==> src/rtl/flow_steer_pkg.sv <==
package flow_steer_pkg;

    parameter int REG_AW = 5;
    parameter int REG_DW = 32;
    parameter int ADDR_W = 32;
    parameter int PORT_W = 16;
    parameter int ACT_W  = 2;
    parameter int KIDX_W = 8;
    parameter int KID_W  = 16;
    parameter int MASK_W = 4;

    // register map
    localparam logic [REG_AW-1:0] RA_MASK  = 5'h00;
    localparam logic [REG_AW-1:0] RA_ADD   = 5'h01;
    localparam logic [REG_AW-1:0] RA_DEL   = 5'h02;
    localparam logic [REG_AW-1:0] RA_SADDR = 5'h10;
    localparam logic [REG_AW-1:0] RA_DADDR = 5'h11;
    localparam logic [REG_AW-1:0] RA_SPORT = 5'h12;
    localparam logic [REG_AW-1:0] RA_DPORT = 5'h13;
    localparam logic [REG_AW-1:0] RA_ACT   = 5'h18;
    localparam logic [REG_AW-1:0] RA_KIDX  = 5'h19;
    localparam logic [REG_AW-1:0] RA_KID   = 5'h1A;

    // mask bit positions
    localparam int MB_SADDR = 0;
    localparam int MB_DADDR = 1;
    localparam int MB_SPORT = 2;
    localparam int MB_DPORT = 3;

    typedef enum logic [1:0] {
        ST_OK     = 2'd0,
        ST_FULL   = 2'd1,
        ST_DUP    = 2'd2,
        ST_ABSENT = 2'd3
    } op_status_e;

    typedef struct packed {
        logic [ADDR_W-1:0] saddr;
        logic [ADDR_W-1:0] daddr;
        logic [PORT_W-1:0] sport;
        logic [PORT_W-1:0] dport;
    } flow_key_t;

    typedef struct packed {
        logic [ACT_W-1:0]  action;
        logic [KIDX_W-1:0] kidx;
        logic [KID_W-1:0]  kid;
    } flow_res_t;

    // equality on the fields enabled by the mask only
    function automatic logic key_eq_masked(
        input logic [MASK_W-1:0] m,
        input flow_key_t         a,
        input flow_key_t         b
    );
        logic eq;
        eq = 1'b1;
        if (m[MB_SADDR] && (a.saddr != b.saddr)) eq = 1'b0;
        if (m[MB_DADDR] && (a.daddr != b.daddr)) eq = 1'b0;
        if (m[MB_SPORT] && (a.sport != b.sport)) eq = 1'b0;
        if (m[MB_DPORT] && (a.dport != b.dport)) eq = 1'b0;
        return eq;
    endfunction

endpackage

==> src/rtl/fst_key_cmp.sv <==
module fst_key_cmp
    import flow_steer_pkg::*;
(
    input  logic              ent_valid,
    input  logic [MASK_W-1:0] mask,
    input  flow_key_t         ent_key,
    input  flow_key_t         probe,
    output logic              hit
);

    always_comb begin
        hit = ent_valid && key_eq_masked(mask, ent_key, probe);
    end

endmodule

==> src/rtl/fst_first_set.sv <==
module fst_first_set #(
    parameter int N     = 8,
    parameter int IDX_W = (N > 1) ? $clog2(N) : 1
) (
    input  logic [N-1:0]     req,
    output logic             found,
    output logic [IDX_W-1:0] idx
);

    // scan from the top so the lowest set bit is the last to win
    always_comb begin
        found = 1'b0;
        idx   = '0;
        for (int i = N - 1; i >= 0; i--) begin
            if (req[i]) begin
                found = 1'b1;
                idx   = IDX_W'(i);
            end
        end
    end

endmodule

==> src/rtl/fst_store.sv <==
module fst_store
    import flow_steer_pkg::*;
#(
    parameter int N     = 8,
    parameter int IDX_W = (N > 1) ? $clog2(N) : 1
) (
    input  logic             clk,
    input  logic             rst,
    input  logic             add_go,
    input  logic [IDX_W-1:0] add_idx,
    input  flow_key_t        add_key,
    input  flow_res_t        add_res,
    input  logic             del_go,
    input  logic [IDX_W-1:0] del_idx,
    output logic [N-1:0]     ent_valid,
    output flow_key_t        ent_key [N],
    output flow_res_t        ent_res [N]
);

    for (genvar g = 0; g < N; g++) begin : g_ent
        logic sel_add;
        logic sel_del;

        assign sel_add = add_go && (add_idx == IDX_W'(g));
        assign sel_del = del_go && (del_idx == IDX_W'(g));

        always_ff @(posedge clk) begin
            if (rst) begin
                ent_valid[g] <= 1'b0;
            end else if (sel_add) begin
                ent_valid[g] <= 1'b1;
            end else if (sel_del) begin
                ent_valid[g] <= 1'b0;
            end
        end

        always_ff @(posedge clk) begin
            if (sel_add) begin
                ent_key[g] <= add_key;
                ent_res[g] <= add_res;
            end
        end
    end

endmodule

==> src/rtl/fst_ctrl.sv <==
module fst_ctrl
    import flow_steer_pkg::*;
(
    input  logic              clk,
    input  logic              rst,
    input  logic              wr_en,
    input  logic              rd_en,
    input  logic [REG_AW-1:0] addr,
    input  logic [REG_DW-1:0] wdata,
    input  logic              dup_hit,
    input  logic              free_avail,
    input  logic              del_hit,
    output logic              add_go,
    output logic              del_go,
    output flow_key_t         stg_key,
    output flow_res_t         stg_res,
    output logic [MASK_W-1:0] mask,
    output logic              rvalid,
    output logic [REG_DW-1:0] rdata
);

    logic [1:0]        add_st;
    logic [1:0]        del_st;
    logic [REG_DW-1:0] rd_next;

    // status: duplicate outranks full
    always_comb begin
        if (dup_hit)          add_st = ST_DUP;
        else if (!free_avail) add_st = ST_FULL;
        else                  add_st = ST_OK;
        del_st = del_hit ? ST_OK : ST_ABSENT;
    end

    assign add_go = rd_en && (addr == RA_ADD) && (add_st == ST_OK);
    assign del_go = rd_en && (addr == RA_DEL) && del_hit;

    // staging and mask registers
    always_ff @(posedge clk) begin
        if (rst) begin
            mask    <= '0;
            stg_key <= '0;
            stg_res <= '0;
        end else if (wr_en) begin
            case (addr)
                RA_MASK:  mask          <= wdata[MASK_W-1:0];
                RA_SADDR: stg_key.saddr <= wdata[ADDR_W-1:0];
                RA_DADDR: stg_key.daddr <= wdata[ADDR_W-1:0];
                RA_SPORT: stg_key.sport <= wdata[PORT_W-1:0];
                RA_DPORT: stg_key.dport <= wdata[PORT_W-1:0];
                RA_ACT:   stg_res.action <= wdata[ACT_W-1:0];
                RA_KIDX:  stg_res.kidx  <= wdata[KIDX_W-1:0];
                RA_KID:   stg_res.kid   <= wdata[KID_W-1:0];
                default: ;
            endcase
        end
    end

    always_comb begin
        case (addr)
            RA_MASK:  rd_next = REG_DW'(mask);
            RA_ADD:   rd_next = REG_DW'(add_st);
            RA_DEL:   rd_next = REG_DW'(del_st);
            RA_SADDR: rd_next = REG_DW'(stg_key.saddr);
            RA_DADDR: rd_next = REG_DW'(stg_key.daddr);
            RA_SPORT: rd_next = REG_DW'(stg_key.sport);
            RA_DPORT: rd_next = REG_DW'(stg_key.dport);
            RA_ACT:   rd_next = REG_DW'(stg_res.action);
            RA_KIDX:  rd_next = REG_DW'(stg_res.kidx);
            RA_KID:   rd_next = REG_DW'(stg_res.kid);
            default:  rd_next = '0;
        endcase
    end

    always_ff @(posedge clk) begin
        if (rst) begin
            rvalid <= 1'b0;
            rdata  <= '0;
        end else begin
            rvalid <= rd_en;
            rdata  <= rd_en ? rd_next : '0;
        end
    end

endmodule

==> src/rtl/flow_steer_table.sv <==
module flow_steer_table
    import flow_steer_pkg::*;
#(
    parameter int N_ENTRIES = 8
) (
    input  logic              clk,
    input  logic              rst,
    input  logic              reg_wr_en,
    input  logic              reg_rd_en,
    input  logic [REG_AW-1:0] reg_addr,
    input  logic [REG_DW-1:0] reg_wdata,
    output logic              reg_rvalid,
    output logic [REG_DW-1:0] reg_rdata,
    input  logic              lk_valid,
    input  logic [ADDR_W-1:0] lk_saddr,
    input  logic [ADDR_W-1:0] lk_daddr,
    input  logic [PORT_W-1:0] lk_sport,
    input  logic [PORT_W-1:0] lk_dport,
    output logic              lk_rvalid,
    output logic              lk_hit,
    output logic [ACT_W-1:0]  lk_action,
    output logic [KIDX_W-1:0] lk_kidx,
    output logic [KID_W-1:0]  lk_kid
);

    localparam int IDX_W = (N_ENTRIES > 1) ? $clog2(N_ENTRIES) : 1;

    logic [N_ENTRIES-1:0] ent_valid;
    flow_key_t            ent_key [N_ENTRIES];
    flow_res_t            ent_res [N_ENTRIES];
    logic [N_ENTRIES-1:0] lk_match;
    logic [N_ENTRIES-1:0] stg_match;
    logic [MASK_W-1:0]    mask;
    flow_key_t            stg_key;
    flow_res_t            stg_res;
    flow_key_t            probe;
    logic                 add_go;
    logic                 del_go;
    logic                 free_avail;
    logic [IDX_W-1:0]     free_idx;
    logic                 stg_any;
    logic [IDX_W-1:0]     stg_idx;
    logic                 lk_any;
    logic [IDX_W-1:0]     lk_idx;

    assign probe = '{saddr: lk_saddr, daddr: lk_daddr, sport: lk_sport, dport: lk_dport};

    fst_ctrl u_ctrl (
        .clk        (clk),
        .rst        (rst),
        .wr_en      (reg_wr_en),
        .rd_en      (reg_rd_en),
        .addr       (reg_addr),
        .wdata      (reg_wdata),
        .dup_hit    (stg_any),
        .free_avail (free_avail),
        .del_hit    (stg_any),
        .add_go     (add_go),
        .del_go     (del_go),
        .stg_key    (stg_key),
        .stg_res    (stg_res),
        .mask       (mask),
        .rvalid     (reg_rvalid),
        .rdata      (reg_rdata)
    );

    fst_store #(.N(N_ENTRIES), .IDX_W(IDX_W)) u_store (
        .clk       (clk),
        .rst       (rst),
        .add_go    (add_go),
        .add_idx   (free_idx),
        .add_key   (stg_key),
        .add_res   (stg_res),
        .del_go    (del_go),
        .del_idx   (stg_idx),
        .ent_valid (ent_valid),
        .ent_key   (ent_key),
        .ent_res   (ent_res)
    );

    // two comparator banks: one against the probe, one against the staged key
    for (genvar g = 0; g < N_ENTRIES; g++) begin : g_cmp
        fst_key_cmp u_lk_cmp (
            .ent_valid (ent_valid[g]),
            .mask      (mask),
            .ent_key   (ent_key[g]),
            .probe     (probe),
            .hit       (lk_match[g])
        );
        fst_key_cmp u_stg_cmp (
            .ent_valid (ent_valid[g]),
            .mask      (mask),
            .ent_key   (ent_key[g]),
            .probe     (stg_key),
            .hit       (stg_match[g])
        );
    end

    fst_first_set #(.N(N_ENTRIES), .IDX_W(IDX_W)) u_pick_free (
        .req   (~ent_valid),
        .found (free_avail),
        .idx   (free_idx)
    );

    fst_first_set #(.N(N_ENTRIES), .IDX_W(IDX_W)) u_pick_stg (
        .req   (stg_match),
        .found (stg_any),
        .idx   (stg_idx)
    );

    fst_first_set #(.N(N_ENTRIES), .IDX_W(IDX_W)) u_pick_lk (
        .req   (lk_match),
        .found (lk_any),
        .idx   (lk_idx)
    );

    // one-cycle lookup result; misses return pass-through zeros
    always_ff @(posedge clk) begin
        if (rst) begin
            lk_rvalid <= 1'b0;
            lk_hit    <= 1'b0;
            lk_action <= '0;
            lk_kidx   <= '0;
            lk_kid    <= '0;
        end else begin
            lk_rvalid <= lk_valid;
            if (lk_valid && lk_any) begin
                lk_hit    <= 1'b1;
                lk_action <= ent_res[lk_idx].action;
                lk_kidx   <= ent_res[lk_idx].kidx;
                lk_kid    <= ent_res[lk_idx].kid;
            end else begin
                lk_hit    <= 1'b0;
                lk_action <= '0;
                lk_kidx   <= '0;
                lk_kid    <= '0;
            end
        end
    end

endmodule

==> config.mk <==
export PLATFORM = sky130hd
export DESIGN_NAME = flow_steer_table
export DESIGN_NICKNAME = d
export VERILOG_FILES = /design/src/rtl/flow_steer_pkg.sv /design/src/rtl/fst_key_cmp.sv /design/src/rtl/fst_first_set.sv /design/src/rtl/fst_store.sv /design/src/rtl/fst_ctrl.sv /design/src/rtl/flow_steer_table.sv
export SDC_FILE = /design/constraint.sdc
export NUM_CORES = 2
export LEC_CHECK = 0
export BUFFER_PORTS_ARGS = -buffer_cell sky130_fd_sc_hd__buf_2
export CAP_MARGIN = 20
export CORE_AREA = 2 2 315 317
export CTS_BUF_LIST = sky130_fd_sc_hd__clkbuf_2
export CTS_CLUSTER_SIZE = 25
export DETAILED_ROUTE_END_ITERATION = 10
export DIE_AREA = 0 0 317 319
export PLACE_DENSITY = 0.78
export REMOVE_ABC_BUFFERS = 1
export SLEW_MARGIN = 15
export SYNTH_ARGS = -nofsm -noshare
export SYNTH_HDL_FRONTEND = slang
export SYNTH_SLANG_ARGS = --single-unit
==> constraint.sdc <==
create_clock -name clk -period 7.1 [get_ports clk]
set_input_delay 0.355 -clock clk [delete_from_list [all_inputs] [get_ports clk]]
set_output_delay 0.355 -clock clk [all_outputs]
set_load 0.005 [all_outputs]
## Word level (Yosys, flattened, before mapping)

Cells that the tools add are included.

- Bits of input ports: 138
- Flip-flop bits (word level): 1171

- Muxes and demuxes: 136
- Equality and inequality tests: 87
- Bitwise operators: 4
- Magnitude comparators: 1
- Reductions and logical operators: 123

Operators by type and width:

| cell | count |
|---|---|
| $ne 32x32->1 | 32 |
| $ne 16x16->1 | 32 |
| $pmux 32 s10 | 1 |
| $mux 1 | 106 |
| $logic_and 1x1->1 | 101 |
| $bmux 26 s3 | 1 |
| $mux 3 | 24 |
| $mux 26 | 2 |
| $eq 5x5->1 const B | 7 |
| $eq 3x3->1 const B | 8 |
| $reduce_and 2->1 | 8 |
| $reduce_bool 2->1 | 8 |
| $eq 3x2->1 const B | 4 |
| $not 8->8 | 1 |
| $eq 3x1->1 const B | 2 |
| $logic_not 3->1 | 2 |
| $eq 5x1->1 const B | 1 |
| $eq 5x2->1 const B | 1 |
| $logic_not 5->1 | 1 |
| $ge 4x4->1 const B | 1 |
| $mux 2 | 2 |
| $not 3->4 | 1 |
| $reduce_or 2->1 | 2 |
| $logic_not 2->1 | 1 |
| $not 1->1 | 2 |

## Depth between registers and ports, before layout

- Depth in word-level cells: 20
- Mapped depth: 13

## Cells and area by module

A second synthesis with hierarchy kept.

- Cells, all modules: 3998
- Area total of the unflattened synthesis: 55460.7 um^2

Modules (own cells, without submodules):

| module | area an instance (um^2) | cells each | times used |
|---|---|---|---|
| fst_store | 29749.8 | 1024 | 1 |
| fst_key_cmp | 1054.8 | 130 | 16 |
| fst_ctrl | 6334.8 | 719 | 1 |
| flow_steer_table | 2259.7 | 136 | 1 |
| fst_first_set | 80.1 | 13 | 3 |

## Worst setup path after synthesis

Ideal clock, no wire load.

- Kind: reg-to-reg
- Start point: reg u_ctrl.stg_key[1] (netlist name)
- End point: reg u_store.ent_key[100] (netlist name)
- Library setup time: 0.605 ns
- Data required time: 6.495 ns
- Stages on the path, launching flop included: 11
- Slack: -0.613 ns
- Buffers on the path: 1
- Arrival time: 7.108 ns
- Cell sequence: dfxtp_1 buf_2 xor2_1 nor4_1 a41oi_1 a21oi_1 nand4_1 nand3_1 nor3_2 nand2_1 nor2_1

- Word-level cells in the longest chain between the ends: 16
- Elaborated cells between the ends (all ways): 44

Ends and longest elaborated chain:

| element | RTL line | source |
|---|---|---|
| $ne 16x16->1 | flow_steer_pkg.sv:61 | `if (m[MB_DPORT] && (a.dport != b.dport)) eq = 1'b0;` |
| $logic_and 1x1->1 | flow_steer_pkg.sv:61 |  |
| $mux 1 | flow_steer_pkg.sv:61 |  |
| $logic_and 1x1->1 | fst_key_cmp.sv:12 | `hit = ent_valid && key_eq_masked(mask, ent_key, probe);` |
| $mux 1 (7 in series) | fst_first_set.sv:15 | `if (req[i]) begin` |
| $mux 1 (*) | fst_first_set.sv:15 |  |
| $mux 2 (*) | fst_ctrl.sv:28 | `if (dup_hit) add_st = ST_DUP;` |
| $logic_not 2->1 (*) | fst_ctrl.sv:34 | `assign add_go = rd_en && (addr == RA_ADD) && (add_st == ST_OK);` |
| $logic_and 1x1->1 (*) | fst_ctrl.sv:34 |  |
| $logic_and 1x1->1 (*) | fst_store.sv:24 | `assign sel_add = add_go && (add_idx == IDX_W'(g));` |
| named net u_store.g_ent[6].sel_add | fst_store.sv:21 | `logic sel_add;` |

The timed path passes the listed nets; every way through them passes the cells marked *.
A chain may end at the register's enable or synchronous reset.

## Final worst setup path

- Start point: reg u_ctrl.stg_key[2] (netlist name)
- End point: reg u_store.ent_key[726] (netlist name)

- Word-level cells in the longest chain between the ends: 16
- Elaborated cells between the ends (all ways): 44

Ends and longest elaborated chain:

| element | RTL line |
|---|---|
| $ne 16x16->1 | flow_steer_pkg.sv:61 |
| $logic_and 1x1->1 | flow_steer_pkg.sv:61 |
| $mux 1 | flow_steer_pkg.sv:61 |
| $logic_and 1x1->1 | fst_key_cmp.sv:12 |
| $mux 1 (7 in series) | fst_first_set.sv:15 |
| $mux 1 (*) | fst_first_set.sv:15 |
| $mux 2 (*) | fst_ctrl.sv:28 |
| $logic_not 2->1 (*) | fst_ctrl.sv:34 |
| $logic_and 1x1->1 (*) | fst_ctrl.sv:34 |
| $logic_and 1x1->1 (*) | fst_store.sv:24 |
| named net u_store.g_ent[0].sel_add | fst_store.sv:21 |

Marked as above.

==> flow_summary.rst <==
.. list-table::
   :header-rows: 1

   * - Metric
     - Value
   * - Resize count post-CTS
     - 0
   * - Gr ovfl total
     - 0
   * - Drt wl/cell
     - between 20 and 30 um
   * - Most numerous cell types in the synthesized netlist
     - 1536 x sky130_fd_sc_hd__xor2_1, 976 x sky130_fd_sc_hd__edfxtp_1, 385 x sky130_fd_sc_hd__nor4_1
   * - I/O pin cnt
     - 199
   * - Kind of critical path
     - flop to flop
   * - Top cell family by delay on the critical path
     - simple AND/OR/NAND/NOR gates
   * - Peak ir drop on the vdd network
     - between 0.1 and 0.15 mV
   * - Number of enable-type register cells in the synthesized netlist
     - 976
   * - Maximum number of buffers from clock root to sink
     - 4
   * - Total Routed Length
     - roughly 190 mm
   * - Stage delay of the slowest cell on the critical path
     - approximately 1.1 ns
   * - CP arrival
     - between 6 and 7 ns
   * - Cell with the largest stage delay on the worst path
     - sky130_fd_sc_hd__dfxtp_1
   * - Clk root buf
     - sky130_fd_sc_hd__clkbuf_2
   * - CTS tree
     - yes
   * - Transition time of the tightest slew-check pin
     - ~1.3 ns
   * - Critical path required time
     - 8.23 ns
   * - Detailed placer's ending HPWL
     - 127.1 mm
   * - Via count normalized by instance count
     - between 6 and 7
   * - Clock Sink Count
     - 1171
   * - Lkg Pwr
     - 28.97 nW
   * - FF-to-FF setup slack
     - 1.87 ns
   * - Post-synthesis sequential area ratio
     - about three fifths
   * - Max-cap check violation count
     - 0
   * - Worst slew margin relative to its limit
     - 13.06%
   * - Netlist area before placement
     - ~56000 sq um
   * - Unique cell type count in the Yosys netlist
     - 54
   * - Effective utilization at floorplan
     - a little under three fifths
   * - Total number of nets in the final design
     - about 5000
   * - First-pass GRT wire length
     - about 270 mm
   * - Worst hold slack
     - around 0.18 ns
   * - Area Overhead vs Synth
     - 10.84%
   * - Post-place instance area
     - slightly below 60000 sq um
   * - Antenna violations before repair
     - 4
   * - Number of cells on the worst hold path
     - 6
   * - Reg clk slew, reported paths
     - 0.10 ns
   * - Port bufs
     - roughly 200
   * - Period minus WS final
     - 5.230 ns
   * - Category of the worst setup path launch point
     - flop
   * - Cells traversed along the worst timing path
     - xor2_1 > nor4_1 > a41oi_1 > a21oi_1 > nand4_1 > nand3_1 > nor3_2 > nand4_1 > inv_6 > buf_4
   * - Floorplan row count
     - ~120
   * - Final critical-path share of the clock period
     - between 70% and 80%
   * - Cells after Synth
     - between 4000 and 5000
   * - Unrepaired setup endpoints after global routing
     - no
   * - Synth top area share
     - 52.10%
   * - Worst clock skew
     - ~0.18 ns
   * - CP Depth
     - 10
   * - Num CTS Buffers
     - between 300 and 400
   * - RePlAce Congestion
     - about 1.1
   * - Most common cell in the netlist
     - sky130_fd_sc_hd__xor2_1
   * - Area of the core region
     - just under 100000 sq um
   * - Power per standard cell area
     - ~200 nW/um^2
   * - Nature of the critical path endpoint
     - flop
   * - CP bufs+invs
     - 2
   * - DR pass1 iterations
     - 8
   * - Post-synthesis register bit count
     - between 1000 and 1500
   * - Pin count of the biggest net entering global routing
     - 91
   * - Critical path's most frequent cell
     - sky130_fd_sc_hd__nand4_1
   * - Synthesized area per cell
     - ~13 sq um
   * - Number of hold violations in the final report
     - 0
   * - Cell accounting for the most synthesized area
     - sky130_fd_sc_hd__edfxtp_1
   * - Worst Hold Class
     - input pin to flop
   * - Fill cells
     - between 7000 and 8000
   * - Status
     - finished, final reports clean
   * - Highest fanout seen on the critical path
     - 77
   * - Fraction of final layout cells with drive strength greater than 1
     - about 16%
   * - Number of global-route vias before repair
     - between 30000 and 40000
   * - GRT Util Overall
     - between 30% and 40%
   * - Total Die Area
     - just over 100000 sq um
   * - Post-route DRC violation count
     - 0
   * - H-Tree Level Count
     - 5
   * - Worst-Skew Late Latency
     - about 1.6 ns
   * - Depth of the most critical reg-to-reg path
     - 10
   * - Post CTS Setup Buffer Count
     - 0
   * - Most used flip-flop cell after synthesis
     - sky130_fd_sc_hd__edfxtp_1
   * - Final Max Tran Viols
     - 0
   * - Fin area
     - 62350 sq um
   * - Achievable clock frequency
     - 191.2 MHz
   * - Die width
     - 317 um
   * - Warnings, synthesis
     - 0
   * - Top area cells in the synthesized netlist
     - sky130_fd_sc_hd__edfxtp_1 52%, sky130_fd_sc_hd__xor2_1 24%, sky130_fd_sc_hd__dfxtp_1 6.9%
   * - Die Y-Extent
     - 319 um
   * - Finish-stage setup viols
     - 0
   * - Count of nets left with antenna violations after detail routing
     - 0
   * - Routed via count
     - 40130
   * - Number of design-rule violations left by the first detailed-router iteration
     - around 6300
   * - Ys async rst share
     - 0%
## cell families (layout without fill, tap and decap cells)
logic type                 after synthesis  after routing  synth area share, %
xor gates and xnor gates              1536           1536                23.91
AOI/OAI and AO/OA                      347            347                4.128
and+or+nand+nor                        963            963                9.333
muxes                                   53             53               0.9430
buffers and inverters                  300            980                2.627
other                                    0              2                    0
adders and majority gates                1              1              0.01779
DFF                                   1171           1171                59.04
## area by class of cell
| class | count | area [sq um] | area share, % |
|---|---|---|---|
| antenna | 2 | 5.005 | 0.008027 |
| clock buffer | 443 | 2217 | 3.556 |
| clock inverter | 89 | 464.2 | 0.7445 |
| inverter | 16 | 90.09 | 0.1445 |
| multi-input combinational | 2900 | 21620 | 34.67 |
| sequential | 1171 | 33210 | 53.26 |
| tap | 1287 | 1610 | 2.583 |
| timing repair buffer | 432 | 3136 | 5.029 |
## repair_timing
action                     CTS  global route
hold buffers               123             0
setup endpoints to repair    0             0
hold endpoints to repair   452             0
## state kept, by name (all words and copies together), names as in the netlist, 4 cells and up
signal,flops
u_store.ent_valid,8
lk_kid,16
u_ctrl.rdata,32
u_ctrl.mask,4
lk_kidx,8
u_ctrl.stg_key,96
u_store.ent_key,768
u_ctrl.stg_res,26
u_store.ent_res,208
## power by group
| group | leakage, nW | switching, mW | internal, mW |
|---|---|---|---|
| registers | 12.2 | 0.0246 | 7.34 |
| logic | 14.7 | 0.414 | 0.191 |
| clock network | 2.07 | 2.83 | 1.81 |
## worst reg2reg max path, delay by kind of cell, from the launching register on
family | cells | cell delay (ns)
xor+xnor | 1 | 0.24
simple gates | 5 | 1.52
buf+inv | 2 | 1.32
compound gates | 2 | 0.64
flops | 1 | 1.09
## worst paths after layout
| check | endpoint | start |
|---|---|---|
| max | u_store.ent_key[726] | u_ctrl.stg_key[2] |
| max reg2reg | u_store.ent_key[726] | u_ctrl.stg_key[2] |
| min | u_ctrl.rdata[6] | reg_addr[2] |
| min reg2reg | lk_kid[15] | u_store.ent_res[15] |
## metrics by stage
step | power [mW] | utilization [%] | std cells | setup TNS (ns) | setup slack (ns)
6_report | 12.62 | 63.82 | 6340 | 0 | 1.870
5_1_grt | 13.02 | 63.82 | 6339 | 0 | 1.649
4_1_cts | 12.62 | 63.78 | 6336 | 0 | 2.087
3_5_place_dp | 8.054 | 59.76 | 5681 | 0 | 2.110
3_3_place_gp | 8.053 | 59.71 | 5678 | 0 | 2.102
2_1_floorplan | 7.728 | - | 4087 | -154.57 | -0.6335
## cell usage in the layout, fill, tap and decap left out, drive strengths merged, types with 48 or more instances in the layout
master          n
xor2         1536
edfxtp        976
clkbuf        443
nor4          386
buf           310
nand2         266
dfxtp         195
a21oi         153
nand4         124
dlygate4sd3   122
clkinv         81
o21ai          67
nor2           58
mux2i          53
nand3b         48
## metal layers
layer	routed length, um	vias to the layer above	global-route usage [%]
met5	34	-	0
met4	10620	4	18.64
met3	26830	559	10.95
met2	79680	3239	52.31
met1	71740	19510	51.33
li1	-	16820	-
Power figures use the tool's default switching activity.
